## src/rtl/brx_pkg.sv

```systemverilog
package brx_pkg;
  typedef enum logic [1:0] {
    BK_NONE  = 2'd0,
    BK_TRUE  = 2'd1,
    BK_FALSE = 2'd2,
    BK_PTR   = 2'd3
  } brx_kind_e;

  localparam int OPC_W      = 8;
  localparam int FLAG_W     = 4;
  localparam int TRUE_MSK_W = 3;
  localparam logic [OPC_W-1:0] OPC_PTR = 8'h8F;
  localparam logic [4:0] TRUE_HI  = 5'b10000;
  localparam logic [3:0] FALSE_HI = 4'b1001;
endpackage

```

## src/rtl/brx_decode.sv

```systemverilog
module brx_decode
  import brx_pkg::*;
(
  input  logic [OPC_W-1:0]  opcode,
  output brx_kind_e         kind,
  output logic [FLAG_W-1:0] mask
);
  always_comb begin
    kind = BK_NONE;
    mask = '0;
    if (opcode == OPC_PTR) begin
      kind = BK_PTR;
    end else if (opcode[7:3] == TRUE_HI) begin
      kind = BK_TRUE;
      mask = {{(FLAG_W-TRUE_MSK_W){1'b0}}, opcode[TRUE_MSK_W-1:0]};
    end else if (opcode[7:4] == FALSE_HI) begin
      kind = BK_FALSE;
      mask = opcode[FLAG_W-1:0];
    end
  end
endmodule

```

## src/rtl/brx_cond.sv

```systemverilog
module brx_cond
  import brx_pkg::*;
(
  input  brx_kind_e         kind,
  input  logic [FLAG_W-1:0] mask,
  input  logic [FLAG_W-1:0] flags,
  input  logic              ptr_full,
  output logic              known,
  output logic              taken
);
  logic [FLAG_W-1:0] hit;
  logic              any_hit;

  for (genvar b = 0; b < FLAG_W; b++) begin : g_hit
    assign hit[b] = mask[b] & flags[b];
  end
  assign any_hit = |hit;

  always_comb begin
    known = (kind != BK_NONE);
    unique case (kind)
      BK_TRUE:  taken = any_hit;
      BK_FALSE: taken = ~any_hit;
      BK_PTR:   taken = ~ptr_full;
      default:  taken = 1'b0;
    endcase
  end
endmodule

```

## src/rtl/brx_target.sv

```systemverilog
module brx_target #(
  parameter int ADDR_W = 16,
  parameter int DISP_W = 8
) (
  input  logic [ADDR_W-1:0] next_addr,
  input  logic [DISP_W-1:0] disp,
  input  logic              taken,
  output logic [ADDR_W-1:0] target
);
  localparam int EXT_W = ADDR_W - DISP_W;
  logic [ADDR_W-1:0] disp_ext;
  logic [ADDR_W-1:0] base;

  assign disp_ext = {{EXT_W{disp[DISP_W-1]}}, disp};
  assign base     = next_addr - ADDR_W'(1);
  assign target   = taken ? (base + disp_ext) : next_addr;
endmodule

```

## src/rtl/brx_eval.sv

```systemverilog
module brx_eval
  import brx_pkg::*;
#(
  parameter int ADDR_W     = 16,
  parameter int DISP_W     = 8,
  parameter int COST_W     = 4,
  parameter int COST_TAKEN = 7,
  parameter int COST_SKIP  = 6
) (
  input  logic              clk,
  input  logic              rst_n,
  input  logic              in_valid,
  output logic              in_ready,
  input  logic [7:0]        in_opcode,
  input  logic [3:0]        in_flags,
  input  logic              in_ptr_low_full,
  input  logic [ADDR_W-1:0] in_next_addr,
  input  logic [DISP_W-1:0] in_disp,
  output logic              out_valid,
  input  logic              out_ready,
  output logic              out_known,
  output logic              out_taken,
  output logic [ADDR_W-1:0] out_target,
  output logic [COST_W-1:0] out_cost
);
  brx_kind_e         kind;
  logic [FLAG_W-1:0] mask;
  logic              c_known, c_taken;
  logic [ADDR_W-1:0] c_target;
  logic [COST_W-1:0] c_cost;
  logic              accept;

  brx_decode u_dec (.opcode(in_opcode), .kind(kind), .mask(mask));

  brx_cond u_cond (
    .kind(kind), .mask(mask), .flags(in_flags),
    .ptr_full(in_ptr_low_full), .known(c_known), .taken(c_taken)
  );

  brx_target #(.ADDR_W(ADDR_W), .DISP_W(DISP_W)) u_tgt (
    .next_addr(in_next_addr), .disp(in_disp), .taken(c_taken), .target(c_target)
  );

  always_comb begin
    if (!c_known)     c_cost = '0;
    else if (c_taken) c_cost = COST_W'(COST_TAKEN);
    else              c_cost = COST_W'(COST_SKIP);
  end

  assign in_ready = !out_valid || out_ready;
  assign accept   = in_valid && in_ready;

  always_ff @(posedge clk) begin
    if (!rst_n) begin
      out_valid  <= 1'b0;
      out_known  <= 1'b0;
      out_taken  <= 1'b0;
      out_target <= '0;
      out_cost   <= '0;
    end else begin
      if (accept) begin
        out_valid  <= 1'b1;
        out_known  <= c_known;
        out_taken  <= c_taken;
        out_target <= c_target;
        out_cost   <= c_cost;
      end else if (out_ready) begin
        out_valid  <= 1'b0;
      end
    end
  end
endmodule

```

## config.mk

```make
export PLATFORM = sky130hd
export DESIGN_NAME = brx_eval
export DESIGN_NICKNAME = d
export VERILOG_FILES = /design/src/rtl/brx_pkg.sv /design/src/rtl/brx_decode.sv /design/src/rtl/brx_cond.sv /design/src/rtl/brx_target.sv /design/src/rtl/brx_eval.sv
export SDC_FILE = /design/constraint.sdc
export NUM_CORES = 1
export LEC_CHECK = 0
export BUFFER_PORTS_ARGS = -buffer_cell sky130_fd_sc_hd__buf_2
export CAP_MARGIN = 20
export CORE_UTILIZATION = 50
export CTS_BUF_LIST = sky130_fd_sc_hd__clkbuf_4
export DETAILED_ROUTE_END_ITERATION = 16
export PLACE_DENSITY_LB_ADDON = 0.08
export SYNTH_ARGS = -nofsm -noshare
export SYNTH_HDL_FRONTEND = slang
export SYNTH_SLANG_ARGS = --single-unit
export TNS_END_PERCENT = 10
```

## constraint.sdc

```tcl
create_clock -name clk -period 4.05 [get_ports clk]
set_input_delay 0.81 -clock clk [delete_from_list [all_inputs] [get_ports clk]]
set_output_delay 0.81 -clock clk [all_outputs]
set_load 0.005 [all_outputs]
```

==> flow_summary.toml <==
[worst_setup_path]
cp_max_fo = 5
crit_top_cell = "inv_1"
slowest_stage = "fa_1"
critPathBufInv = 4
endpoint_kind = "register"
critical_path_arrival_ns = 3.09
critPathMaxStageDelay_ns = 0.43
cp_cell_sequence = "buf_2 > inv_1 > ha_1 > inv_1 > ha_1 > inv_1 > fa_1 > nor2b_4 > o31a_4 > o22ai_4 > o31ai_2 > mux2_4 > a211oi_2"
worstSetupPathType = "input pin to register"
r2r_slack_ns = 2.17
critPathRequiredTime_ns = 4.31
critPathTopFamily = "adder cells"
critical_path.startpoint_type = "input pin"

[cts]
cts-buffers-inserted = 3
path_clk_slew_ns = 0.13
clockBufferDepth = 2
ctsHoldBuffers = 0
cts_tree = "done"
cts_resized = 0
htreeDepth = 1
clock-sinks = 20
postCtsSetupBuffers = 0
cts-root-buf = "clkbuf_4"
insertion_delay_ns = 0.32

[layout]
drive_gt1_share_pct = 24.4
syn2layout_area_growth_pct = 18.5
antennaDiodeCount = 0
nets = 392

[synthesis]
synthTopCellsByArea = "dfxtp_1 (20%), ha_1 (18%), inv_1 (9.8%), a21oi_1 (4.4%), nor2_1 (3.3%)"
ys_warn_count = 0
ys_ff_latch = 20
ys_seq_area_share_pct = 19.7
syn_avg_cell_area_um2 = 7.74
postSynth.asyncResetShare_pct = 0
synth-edff-count = 0
synthFlopType = "dfxtp_1"
synthesis.instances = 262
synth_top_cell_by_area = "dfxtp_1"
syn_nets = 333
synth_top_area_share_pct = 19.7
synth_area_mm2 = 0.00203
yosysUniqueCellTypes = 48

[power_and_ir_drop]
power_leakage_nw = 1.30
peakVddDrop_mv = 0.164
power_uw = 682
power.density_mw_per_mm2 = 284

[sta]
tightest_slew_ns = 1.02
skew_ns = 0.00496
rsz0062_at_grt = "no"
period_minus_slack_ns = 2.83
fin_crit_sh_pct = 69.9
final-setup-viol-count = 0
hold_ws_ns = 0.489
relSlewSlack_pct = 31.9
fin_tns_setup_ns = 0
finalHoldViolations = 0
slew_viol_final = 0
fmax_mhz = 353

[die]
ioPinCount = 65
die_area_mm2 = 0.00432
die_x_um = 65.7
row_count = 22
start_util_pct = 53.8
core_area_mm2 = 0.00377
fp.dieH_um = 65.7

[status]
status = "complete, no violations"

[route]
drc_errors = 0
vias = 1896
dr.pass1.iters = 4
routedWlPerCell_um = 11.8
via_per_inst = 5.15
ant_nets = 0
wl_mm = 4.35
drtIter0Drc = 64

[placement]
io_buffers = 63
gp_congestion = 0.828
dp_hpwl_mm = 3.33

[hold_path]
hp-class = "register to register"

[global_route]
antenna_found_initial = 0
grt_overflow = 0
grt_usage_pct = 22.2
grt_pass1_vias = 1725
grt_max_degree = 29
grt_pass1_wl_mm = 7.53

[flow_run]
drv_cap = 0
[through the flow]
step,util (%),worst slack (ns),cell area (um^2),std cells
after detailed placement,62.3,0.869,2350,364
final,63.7,1.22,2400,368
after CTS,63.7,1.22,2400,368
after global routing,63.7,1.12,2400,368
after global placement,62.3,0.928,2350,364
after floorplan,-,1.07,2030,262
[layout by cell type, fill, tap and decap left out, types with 6 or more instances in the layout]
cell	count
a21oi_1	18
buf_2	63
dfxtp_1	20
ha_1	29
inv_1	53
nand2_1	15
nand3_1	7
nor2_1	18
o211a_1	6
o21ai_0	12
xnor2_1	7
[power by group]
part           total (mW)  leakage (nW)  internal [mW]  switching [mW]
logic               0.293          1.10          0.134           0.158
clock network       0.173        0.0279          0.100          0.0731
registers           0.217         0.165          0.211         0.00597
total               0.682          1.30          0.445           0.237
[cells in the mapped netlist, types with 2 or more instances]
cell      instances
a21boi_0          2
a21o_1            5
a21oi_1          18
a31oi_1           3
buf_4             4
clkbuf_1          5
dfxtp_1          20
ha_1             29
inv_1            53
mux2i_1           3
nand2_1          15
nand2b_1          2
nand3_1           7
nand3b_1          2
nor2_1           18
nor2b_1           3
nor3_1            3
nor3b_1           3
o211a_1           6
o211ai_1          5
o21a_1            5
o21ai_0          12
o21ai_1           5
xnor2_1           7
xor2_1            4
[layout make-up]
class                      instances  area, um^2
multi-input combinational        179        1370
fill                             359        1370
sequential                        20         400
timing repair buffer              64         323
inverter                          53         199
tap                               48        60.1
clock inverter                     1        30.0
clock buffer                       3        22.5
[worst paths after layout]
path | from | endpoint | depth (start not counted)
max | in_next_addr[1] | out_target[15]$_SDFFE_PN0P_ | 13
min | out_cost[1]$_SDFFE_PN0P_ | out_cost[1]$_SDFFE_PN0P_ | 2
max reg2reg | out_valid$_SDFFE_PN0P_ | out_target[12]$_SDFFE_PN0P_ | 5
min reg2reg | out_cost[1]$_SDFFE_PN0P_ | out_cost[1]$_SDFFE_PN0P_ | 2
[cell families (layout without fill, tap and decap cells)]
logic type	Yosys count	in the layout	share of synthesized area, %
compound gates	72	72	25.0
xor+xnor	11	11	4.75
fa+ha+maj	30	30	18.9
buf+inv	63	121	12.8
flops	20	20	19.7
mux	5	5	2.78
other cells	1	1	0.185
simple gates	60	60	15.9
[routing by layer]
layer  vias to the layer above  global-route usage, %  wire [um]  part of all wire [%]
li1                       1004                      -          -                     -
met1                       838                   28.6       2140                    49
met2                        49                   39.0       1970                    45
met3                         5                   1.39        184                   4.2
met4                         0                   6.52         49                   1.1
met5                         -                      0          0                     0
[tightest hold or removal path, stage by stage (launching register included)]
cell	delay, ns
dfxtp_1	0.34
nand2_1	0.05
a21boi_0	0.06
[sequential cells by signal, summed over array words and instances, names as in the netlist]
register / cells
out_cost: 2
out_target: 16
out_taken: 1
out_valid: 1
Power figures use the tool's default switching activity.
